`config.mk`:
```
export PLATFORM = sky130hd
export DESIGN_NAME = serial_regport
export DESIGN_NICKNAME = d
export VERILOG_FILES = /design/src/rtl/sreg_pkg.sv /design/src/rtl/sreg_sync.sv /design/src/rtl/sreg_edges.sv /design/src/rtl/sreg_ptr.sv /design/src/rtl/serial_regport.sv
export SDC_FILE = /design/constraint.sdc
export NUM_CORES = 1
export LEC_CHECK = 0
export BUFFER_PORTS_ARGS = -buffer_cell sky130_fd_sc_hd__buf_4
export CAP_MARGIN = 0
export CORE_ASPECT_RATIO = 0.9
export CORE_UTILIZATION = 48
export DETAILED_ROUTE_END_ITERATION = 10
export GPL_ROUTABILITY_DRIVEN = 0
export PLACE_DENSITY = 0.68
export SYNTH_ARGS = -nofsm -noshare
export SYNTH_HDL_FRONTEND = slang
export SYNTH_SLANG_ARGS = --single-unit
export TNS_END_PERCENT = 1
```
`constraint.sdc`:
```
create_clock -name clk -period 4.55 [get_ports clk]
set_input_delay 0.91 -clock clk [delete_from_list [all_inputs] [get_ports clk]]
set_output_delay 0.91 -clock clk [all_outputs]
set_load 0.03 [all_outputs]
```
`src/rtl/sreg_pkg.sv`:
```
package sreg_pkg;

   typedef enum logic {
      PH_CMD  = 1'b0,
      PH_DATA = 1'b1
   } sreg_phase_t;

   function automatic logic in_window(input logic [6:0] a,
                                      input logic [6:0] lo,
                                      input logic [6:0] hi);
      return (a >= lo) && (a <= hi);
   endfunction

endpackage

```
`src/rtl/sreg_sync.sv`:
```
module sreg_sync #(
   parameter int W      = 3,
   parameter int STAGES = 2
) (
   input  logic         clk,
   input  logic         rst_n,
   input  logic [W-1:0] d,
   output logic [W-1:0] q
);
   logic [W-1:0] st [STAGES];

   genvar g;
   generate
      for (g = 0; g < STAGES; g++) begin : g_stage
         if (g == 0) begin : g_first
            always_ff @(posedge clk or negedge rst_n) begin
               if (!rst_n) st[g] <= '0;
               else        st[g] <= d;
            end
         end else begin : g_next
            always_ff @(posedge clk or negedge rst_n) begin
               if (!rst_n) st[g] <= '0;
               else        st[g] <= st[g-1];
            end
         end
      end
   endgenerate

   assign q = st[STAGES-1];
endmodule

```
`src/rtl/sreg_edges.sv`:
```
module sreg_edges (
   input  logic clk,
   input  logic rst_n,
   input  logic spi_mode,
   input  logic cs_s,
   input  logic sck_s,
   output logic cs_rise,
   output logic samp_ev,
   output logic drv_ev
);
   logic cs_q, sck_q, idle_hi;
   logic active, sck_up, sck_dn, spi_hi;

   always_ff @(posedge clk or negedge rst_n) begin
      if (!rst_n) begin
         cs_q    <= 1'b0;
         sck_q   <= 1'b0;
         idle_hi <= 1'b0;
      end else begin
         cs_q  <= cs_s;
         sck_q <= sck_s;
         if (cs_s && !cs_q) idle_hi <= sck_s;
      end
   end

   assign cs_rise = cs_s & ~cs_q;
   assign active  = cs_s & cs_q;
   assign sck_up  = active & sck_s & ~sck_q;
   assign sck_dn  = active & ~sck_s & sck_q;
   assign spi_hi  = spi_mode & idle_hi;

   // 3-wire and SPI idle-high capture on rise; SPI idle-low captures on fall
   assign samp_ev = (spi_mode && !spi_hi) ? sck_dn : sck_up;
   assign drv_ev  = (spi_mode && !spi_hi) ? sck_up : sck_dn;
endmodule

```
`src/rtl/sreg_ptr.sv`:
```
module sreg_ptr import sreg_pkg::*; #(
   parameter int              ADDR_W   = 7,
   parameter logic [ADDR_W-1:0] RTC_TOP  = 7'h1F,
   parameter logic [ADDR_W-1:0] RAM_BASE = 7'h20,
   parameter logic [ADDR_W-1:0] RAM_TOP  = 7'h7F,
   parameter logic [ADDR_W-1:0] ALM0_LO  = 7'h07,
   parameter logic [ADDR_W-1:0] ALM0_HI  = 7'h0A,
   parameter logic [ADDR_W-1:0] ALM1_LO  = 7'h0B,
   parameter logic [ADDR_W-1:0] ALM1_HI  = 7'h0E
) (
   input  logic              clk,
   input  logic              rst_n,
   input  logic              load,
   input  logic [ADDR_W-1:0] load_val,
   input  logic              step,
   output logic [ADDR_W-1:0] ptr,
   output logic              rtc_wrap,
   output logic [1:0]        flag_clr
);
   logic [ADDR_W-1:0] nxt;
   logic              moved;

   always_comb begin
      if (ptr <= RTC_TOP)
         nxt = (ptr == RTC_TOP) ? '0 : ptr + 1'b1;
      else
         nxt = (ptr == RAM_TOP) ? RAM_BASE : ptr + 1'b1;
   end

   always_ff @(posedge clk or negedge rst_n) begin
      if (!rst_n) begin
         ptr   <= '0;
         moved <= 1'b0;
      end else begin
         moved <= load | step;
         if (load)      ptr <= load_val;
         else if (step) ptr <= nxt;
      end
   end

   assign rtc_wrap    = step & ~load & (ptr == RTC_TOP);
   assign flag_clr[0] = moved & in_window(7'(ptr), 7'(ALM0_LO), 7'(ALM0_HI));
   assign flag_clr[1] = moved & in_window(7'(ptr), 7'(ALM1_LO), 7'(ALM1_HI));
endmodule

```
`src/rtl/serial_regport.sv`:
```
module serial_regport import sreg_pkg::*; #(
   parameter int                DATA_W      = 8,
   parameter int                ADDR_W      = 7,
   parameter int                SYNC_STAGES = 2,
   parameter logic [ADDR_W-1:0] RTC_TOP     = 7'h1F,
   parameter logic [ADDR_W-1:0] RAM_BASE    = 7'h20,
   parameter logic [ADDR_W-1:0] RAM_TOP     = 7'h7F,
   parameter logic [ADDR_W-1:0] ALM0_LO     = 7'h07,
   parameter logic [ADDR_W-1:0] ALM0_HI     = 7'h0A,
   parameter logic [ADDR_W-1:0] ALM1_LO     = 7'h0B,
   parameter logic [ADDR_W-1:0] ALM1_HI     = 7'h0E
) (
   input  logic              clk,
   input  logic              rst_n,
   input  logic              spi_mode,
   input  logic              cs_in,
   input  logic              sck_in,
   input  logic              sdi_in,
   output logic              sdo_out,
   output logic              sdo_oe,
   output logic [ADDR_W-1:0] reg_addr,
   output logic              reg_wr,
   output logic [DATA_W-1:0] reg_wdata,
   output logic              reg_rd,
   input  logic [DATA_W-1:0] reg_rdata,
   output logic              snap,
   output logic [1:0]        flag_clr
);
   localparam int CNT_W = $clog2(DATA_W);
   localparam logic [CNT_W-1:0] LAST_BIT = CNT_W'(DATA_W - 1);

   generate
      if (ADDR_W != DATA_W - 1) begin : g_bad_width
         $error("command byte must hold direction bit plus pointer");
      end
      if (RAM_BASE != RTC_TOP + 1'b1) begin : g_bad_split
         $error("RAM region must start right after clock region");
      end
      if (SYNC_STAGES < 2) begin : g_bad_sync
         $error("at least two synchronizer stages required");
      end
      if (ADDR_W != 7) begin : g_bad_alarm
         $error("alarm window compare is 7 bits wide");
      end
   endgenerate

   logic [2:0] sync_q;
   logic cs_s, sck_s, sdi_s;

   sreg_sync #(.W(3), .STAGES(SYNC_STAGES)) u_sync (
      .clk   (clk),
      .rst_n (rst_n),
      .d     ({cs_in, sck_in, sdi_in}),
      .q     (sync_q)
   );
   assign {cs_s, sck_s, sdi_s} = sync_q;

   logic cs_rise, samp_ev, drv_ev;

   sreg_edges u_edges (
      .clk      (clk),
      .rst_n    (rst_n),
      .spi_mode (spi_mode),
      .cs_s     (cs_s),
      .sck_s    (sck_s),
      .cs_rise  (cs_rise),
      .samp_ev  (samp_ev),
      .drv_ev   (drv_ev)
   );

   sreg_phase_t       phase;
   logic [CNT_W-1:0]  bit_cnt;
   logic [DATA_W-1:0] sh, byte_in;
   logic              rw_q, wr_q, step_pend, rd_req, rd_q, snap_q;
   logic [DATA_W-1:0] wdata_q, rd_buf;
   logic              byte_end, ptr_load, ptr_step, rtc_wrap;
   logic [ADDR_W-1:0] ptr;

   // bit order is picked by the mode pin: MSB first for SPI, LSB first for 3-wire
   assign byte_in  = spi_mode ? {sh[DATA_W-2:0], sdi_s} : {sdi_s, sh[DATA_W-1:1]};
   assign byte_end = samp_ev & (bit_cnt == LAST_BIT);
   assign ptr_load = byte_end & (phase == PH_CMD);
   assign ptr_step = (byte_end & (phase == PH_DATA) & ~rw_q) | step_pend;

   sreg_ptr #(
      .ADDR_W   (ADDR_W),
      .RTC_TOP  (RTC_TOP),
      .RAM_BASE (RAM_BASE),
      .RAM_TOP  (RAM_TOP),
      .ALM0_LO  (ALM0_LO),
      .ALM0_HI  (ALM0_HI),
      .ALM1_LO  (ALM1_LO),
      .ALM1_HI  (ALM1_HI)
   ) u_ptr (
      .clk      (clk),
      .rst_n    (rst_n),
      .load     (ptr_load),
      .load_val (byte_in[ADDR_W-1:0]),
      .step     (ptr_step),
      .ptr      (ptr),
      .rtc_wrap (rtc_wrap),
      .flag_clr (flag_clr)
   );

   always_ff @(posedge clk or negedge rst_n) begin
      if (!rst_n) begin
         phase     <= PH_CMD;
         bit_cnt   <= '0;
         sh        <= '0;
         rw_q      <= 1'b0;
         wr_q      <= 1'b0;
         wdata_q   <= '0;
         step_pend <= 1'b0;
         rd_req    <= 1'b0;
         rd_q      <= 1'b0;
         rd_buf    <= '0;
         snap_q    <= 1'b0;
      end else begin
         wr_q      <= 1'b0;
         step_pend <= 1'b0;
         rd_req    <= 1'b0;
         rd_q      <= rd_req;
         snap_q    <= cs_rise | rtc_wrap;
         if (rd_q) rd_buf <= reg_rdata;
         if (!cs_s) begin
            phase   <= PH_CMD;
            bit_cnt <= '0;
         end else if (samp_ev) begin
            sh      <= byte_in;
            bit_cnt <= bit_cnt + 1'b1;
            if (byte_end) begin
               if (phase == PH_CMD) begin
                  phase  <= PH_DATA;
                  rw_q   <= byte_in[DATA_W-1];
                  rd_req <= ~byte_in[DATA_W-1];
               end else if (rw_q) begin
                  wr_q      <= 1'b1;
                  wdata_q   <= byte_in;
                  step_pend <= 1'b1;
               end else begin
                  rd_req <= 1'b1;
               end
            end
         end
      end
   end

   logic [CNT_W-1:0]  drv_cnt;
   logic [DATA_W-1:0] tx_sh, tx_src;
   logic              sdo_q, oe_q;

   assign tx_src = (drv_cnt == '0) ? rd_buf : tx_sh;

   always_ff @(posedge clk or negedge rst_n) begin
      if (!rst_n) begin
         drv_cnt <= '0;
         tx_sh   <= '0;
         sdo_q   <= 1'b0;
         oe_q    <= 1'b0;
      end else if (!cs_s) begin
         drv_cnt <= '0;
         oe_q    <= 1'b0;
      end else if (drv_ev && phase == PH_DATA && !rw_q) begin
         oe_q    <= 1'b1;
         drv_cnt <= drv_cnt + 1'b1;
         if (spi_mode) begin
            sdo_q <= tx_src[DATA_W-1];
            tx_sh <= {tx_src[DATA_W-2:0], 1'b0};
         end else begin
            sdo_q <= tx_src[0];
            tx_sh <= {1'b0, tx_src[DATA_W-1:1]};
         end
      end
   end

   assign sdo_out   = sdo_q;
   assign sdo_oe    = oe_q;
   assign reg_addr  = ptr;
   assign reg_wr    = wr_q;
   assign reg_wdata = wdata_q;
   assign reg_rd    = rd_q;
   assign snap      = snap_q;
endmodule

```
* Word-level counts from Yosys, hierarchy flattened
Index checks and enable logic that the tools add are counted.
** Word-level totals
- Register bits after elaboration :: 63
** Cells by class
- Eq/ne operators :: 6
- $add $sub $neg :: 3
- $lt $le $gt $ge :: 5
- Bitwise operators :: 25
- Reduce and logical (&&, ||, !) cells :: 16
- Mux-type cells :: 30
** Operators with widths (count)
- 2-to-1 mux 7 bit :: 5
- 2-to-1 mux 8 bit :: 3
- 2-to-1 mux 1 bit :: 18
- bitwise AND 1 bit :: 15
- less-or-equal comparator 7 x 4 -> 1 bit, second input constant :: 2
- 2-to-1 mux 3 bit :: 4
- adder 7 x 1 -> 7 bit, second input constant :: 1
- == test 7 x 5 -> 1 bit, second input constant :: 1
- == test 7 bit, second input constant :: 1
- greater-or-equal comparator 7 x 3 -> 1 bit, second input constant :: 1
- greater-or-equal comparator 7 x 4 -> 1 bit, second input constant :: 1
- less-or-equal comparator 7 x 5 -> 1 bit, second input constant :: 1
- inverter 1 bit :: 7
- adder 3 x 1 -> 3 bit, second input constant :: 2
- logical AND 1 bit :: 6
- != test 2 bit, second input constant :: 3
- AND reduction 2 bit :: 3
- AND reduction 5 bit :: 1
- AND reduction 4 bit :: 1
- == test 3 bit, second input constant :: 1
- logical NOT 1 bit :: 3
- logical NOT 3 bit :: 1
- OR 1 bit :: 3
- nonzero test 2 bit :: 1

* Logic depth before layout (Yosys ltp)
- Word-level depth :: 11
- Gate-level depth with buffers :: 8
- Gate-level depth less buffers :: 7

* By module
From an unflattened synthesis, not the netlist that was laid out.
** Unflattened totals
- Cells, all modules :: 238
- Area total of the unflattened synthesis :: 2974.1 um^2
** By module, submodules not included
- serial_regport :: times used 1, area each 2084.5 um^2, cells an instance 153, seq. area each 1151.1 um^2
- sreg_ptr :: times used 1, area each 550.5 um^2, cells an instance 62, seq. area each 200.2 um^2
- sreg_sync :: times used 1, area each 172.7 um^2, cells an instance 9, seq. area each 150.1 um^2
- sreg_edges :: times used 1, area each 166.4 um^2, cells an instance 14, seq. area each 75.1 um^2

* Worst setup path before layout
No wires, ideal clock.
- Kind :: register -> output
- Start point :: register u_ptr.ptr[5]
- End point :: output port flag_clr[1]
- Arrival :: 2097 ps
- Cell stages (with the launch flop) :: 4
- Buffers on the path :: 0
- Slack :: 1543 ps
- Cell sequence :: dfrtp_1 -> or2_2 -> or3b_2 -> a211oi_1
** On the way
- Cells in the longest elaborated chain, start to end :: 3
- Elaborated cells on any way between the ends :: 4
** Ends and longest elaborated chain
- start, declared :: line sreg_ptr.sv:16 : output logic [ADDR_W-1:0] ptr,
- start signal, assigned :: line sreg_ptr.sv:36 : if (load) ptr <= load_val;
- start signal, assigned :: line sreg_ptr.sv:37 : else if (step) ptr <= nxt;
- greater-or-equal comparator 7 x 4 -> 1 bit / less-or-equal comparator 7 x 4 -> 1 bit (equally long branches) :: line sreg_pkg.sv:11 : return (a >= lo) && (a <= hi);
- logical AND 1 bit (*) :: line sreg_pkg.sv:11
- bitwise AND 1 bit (*) :: line sreg_ptr.sv:43 : assign flag_clr[1] = moved & in_window(7'(ptr), 7'(ALM1_LO), 7'(ALM1_HI));
- end, declared :: line serial_regport.sv:27 : output logic [1:0] flag_clr
Mark *: on every way between the ends. The rest lies on a longest branch, timed or not.

* Worst setup path in the final report
Ends and elaborated chain as after synthesis.

==> run_results.csv <==
group,metric,value,unit
run_status,outcome,"complete, no violations",
floorplanning,std_cell_rows,26,
setup_path,crit_type,"flop to primary output",
synth,yosys.cell_types.count,45,
timing,tightest_slew,947,ps
finish,multi_input_area,0.00130,mm²
synth,synth_ff_type,"dfrtp_1",
global_routing,grt_use_total,0.188,
finish,mostFrequentLayoutCell,"dfrtp_1",
timing,finalCriticalPeriod,2920,ps
clocking,htreeDepth,3,
routing,wirelength,5.41,mm
finish,final_cell_mix,"dfrtp_1, mux2_2, buf_4",
clocking,numCtsBuffers,9,
routing,drc,0,
floorplanning,dieHeight,76.4,µm
synth,synthesis.area,0.00296,mm²
timing,drv_slew,0,
floorplanning,die_area,0.00648,mm²
timing,fin_ws,1630,ps
clocking,cts_tree,"done",
setup_path,worstPathMaxFanout,7,
global_routing,gr-total-overflow,0,
pwr,total_power,0.00115,W
synth,synthArstFlopShare,1.00,
floorplanning,coreArea,0.00579,mm²
clocking,clk_latency,340,ps
routing,vias_per_cell,5.51,
routing,drtIter0Drc,83,
synth,ys_ff_latch,63,
placed_design,io_buffer_count,35,
timing,timing.setup.tns,0,ps
finish,drive_gt1_frac,0.339,
floorplanning,fp.dieW,84.7,µm
clocking,cts_resized,0,
timing,period_share,0.643,
placed_design,hpwl,3.82,mm
clocking,cts_max_path_buffers,2,
finish,final_util,0.593,
floorplanning,start_util,0.510,
routing,postRouteAntennaNets,0,
routing,drt_first_pass_iters,6,
pwr,irDropWorstVdd,0.000222,V
pwr,p_per_area,334,mW/mm²
finish,final_nets,305,
global_routing,grt_max_degree,64,
synth,synth_warnings,0,
run,drv_cap,0,
finish,antenna_cells,0,
floorplanning,ios,36,
clocking,cts.hold.buffers_added,0,
clocking,clock-root-buffer,"clkbuf_8",
setup_path,cp.required,3640,ps
global_routing,grt_pass1_vias,1924,
hold_path,holdCritPathClass,"flop to flop",
synth,syn_inst,248,
finish,nFillCells,506,
clocking,cts_sinks,63,
clocking,cts.clk_slew.worst_paths,70,ps
global_routing,grt_pass1_wl,9.32,mm
timing,finalClockSkew,11.8,ps
routing,wl_per_cell,15.1,µm
setup_path,cp-end-kind,"primary output",
finish,area_growth,16.2,%
synth,avgSynthCellArea,11.9,µm²
global_routing,antenna_found_initial,0,
synth,synth_enable_flop_cells,0,
placed_design,place_ws,1720,ps
timing,max_slew_margin,0.366,
setup_path,worstPathArrival,2010,ps
timing,rsz0062_at_grt,"no",
synth,syn_nets,268,
timing,hold_viol,0,
timing,setup_viol,0,
pwr,p_leak,1.65,nW
timing,max_freq,342,MHz
setup_path,startpoint_type,"flop",
finish,ff_latch_area,0.00158,mm²
routing,vias,1977,
clocking,post_cts_buffers,0,
synth,ys_seq_area_frac,0.533,
-- cell usage after synthesis (5+ instances only) --
| master | n | area, µm² |
|---|---|---|
| nand3_1 | 5 | 25.0 |
| ha_1 | 6 | 75.1 |
| a21oi_1 | 9 | 45.0 |
| buf_2 | 7 | 35.0 |
| mux2i_1 | 12 | 120 |
| dfrtp_1 | 63 | 1580 |
| a211oi_1 | 6 | 45.0 |
| inv_1 | 7 | 26.3 |
| nand2_1 | 24 | 90.1 |
| mux2_2 | 36 | 405 |
| nor2_1 | 14 | 52.6 |
| nor2b_1 | 5 | 31.3 |
| o21ai_0 | 9 | 45.0 |
-- state kept, by name, indices dropped and copies added (netlist names), 3 cells and up --
register,flops
u_sync.q,3
u_ptr.ptr,7
sh,8
rd_buf,8
bit_cnt,3
tx_sh,8
u_sync.st,3
reg_wdata,8
drv_cnt,3
-- path summary, 6_finish.rpt --
path	startpoint	end	slack [ps]	depth (start not counted)
setup / recovery	u_ptr.ptr[5]	flag_clr[1]	1630	4
setup reg to reg	drv_cnt[0]	tx_sh[1]	2230	5
hold reg to reg	u_sync.st[4]	u_sync.q[1]	350	0
hold / removal	u_sync.st[4]	u_sync.q[1]	350	0
max in group asynchronous	rst_n	rw_q	3390	1
min in group asynchronous	rst_n	u_ptr.ptr[1]	640	1
-- cells by family after synthesis --
| kind of cell | synth area share |
|---|---|
| adder cells (fa/ha/maj) | 0.0254 |
| XOR/XNOR | 0.00593 |
| buffers and inverters | 0.0258 |
| AO/OA/AOI/OAI | 0.0995 |
| multiplexers | 0.195 |
| AND/OR/NAND/NOR | 0.115 |
| flip-flops | 0.533 |
-- power breakdown --
part	switching, W	internal, W	total, W
Combinational	0.0000620	0.0000518	0.000114
Clock	0.000222	0.000197	0.000418
Sequential	0.0000225	0.000591	0.000614
Total	0.000306	0.000840	0.00115
-- per-layer routing --
metal / track usage / part of all wire / routed length, µm / vias to the layer above
met5: 0 / 0 / 0 / -
met4: 0.0712 / 0.016 / 84 / 0
met3: 0.0618 / 0.050 / 270 / 9
met2: 0.251 / 0.42 / 2280 / 45
met1: 0.283 / 0.51 / 2770 / 959
li1: - / - / - / 964
-- worst max-delay path, cell delays in order (launching register included) --
cell and delay (ps):
dfrtp_1 460, or2_2 360, or3b_2 490, a211oi_1 180, buf_4 190
-- per-stage QoR --
stage                     area (µm²)  hold slack [ps]  instances
final                           3430              351        359
after global routing            3430              357        359
after CTS                       3430              353        359
after detailed placement        3260              335        344
after global placement          3260              334        344
after floorplan                 2960              331        248
-- layout make-up --
class,instances,area share
Clock buffer,9,0.0361
Clock inverter,6,0.0135
Inverter,7,0.00765
Multi-Input combinational cell,168,0.379
Sequential cell,63,0.459
Tap cell,70,0.0255
Timing Repair Buffer,36,0.0787
No activity file was read; power rests on OpenSTA's default activity.
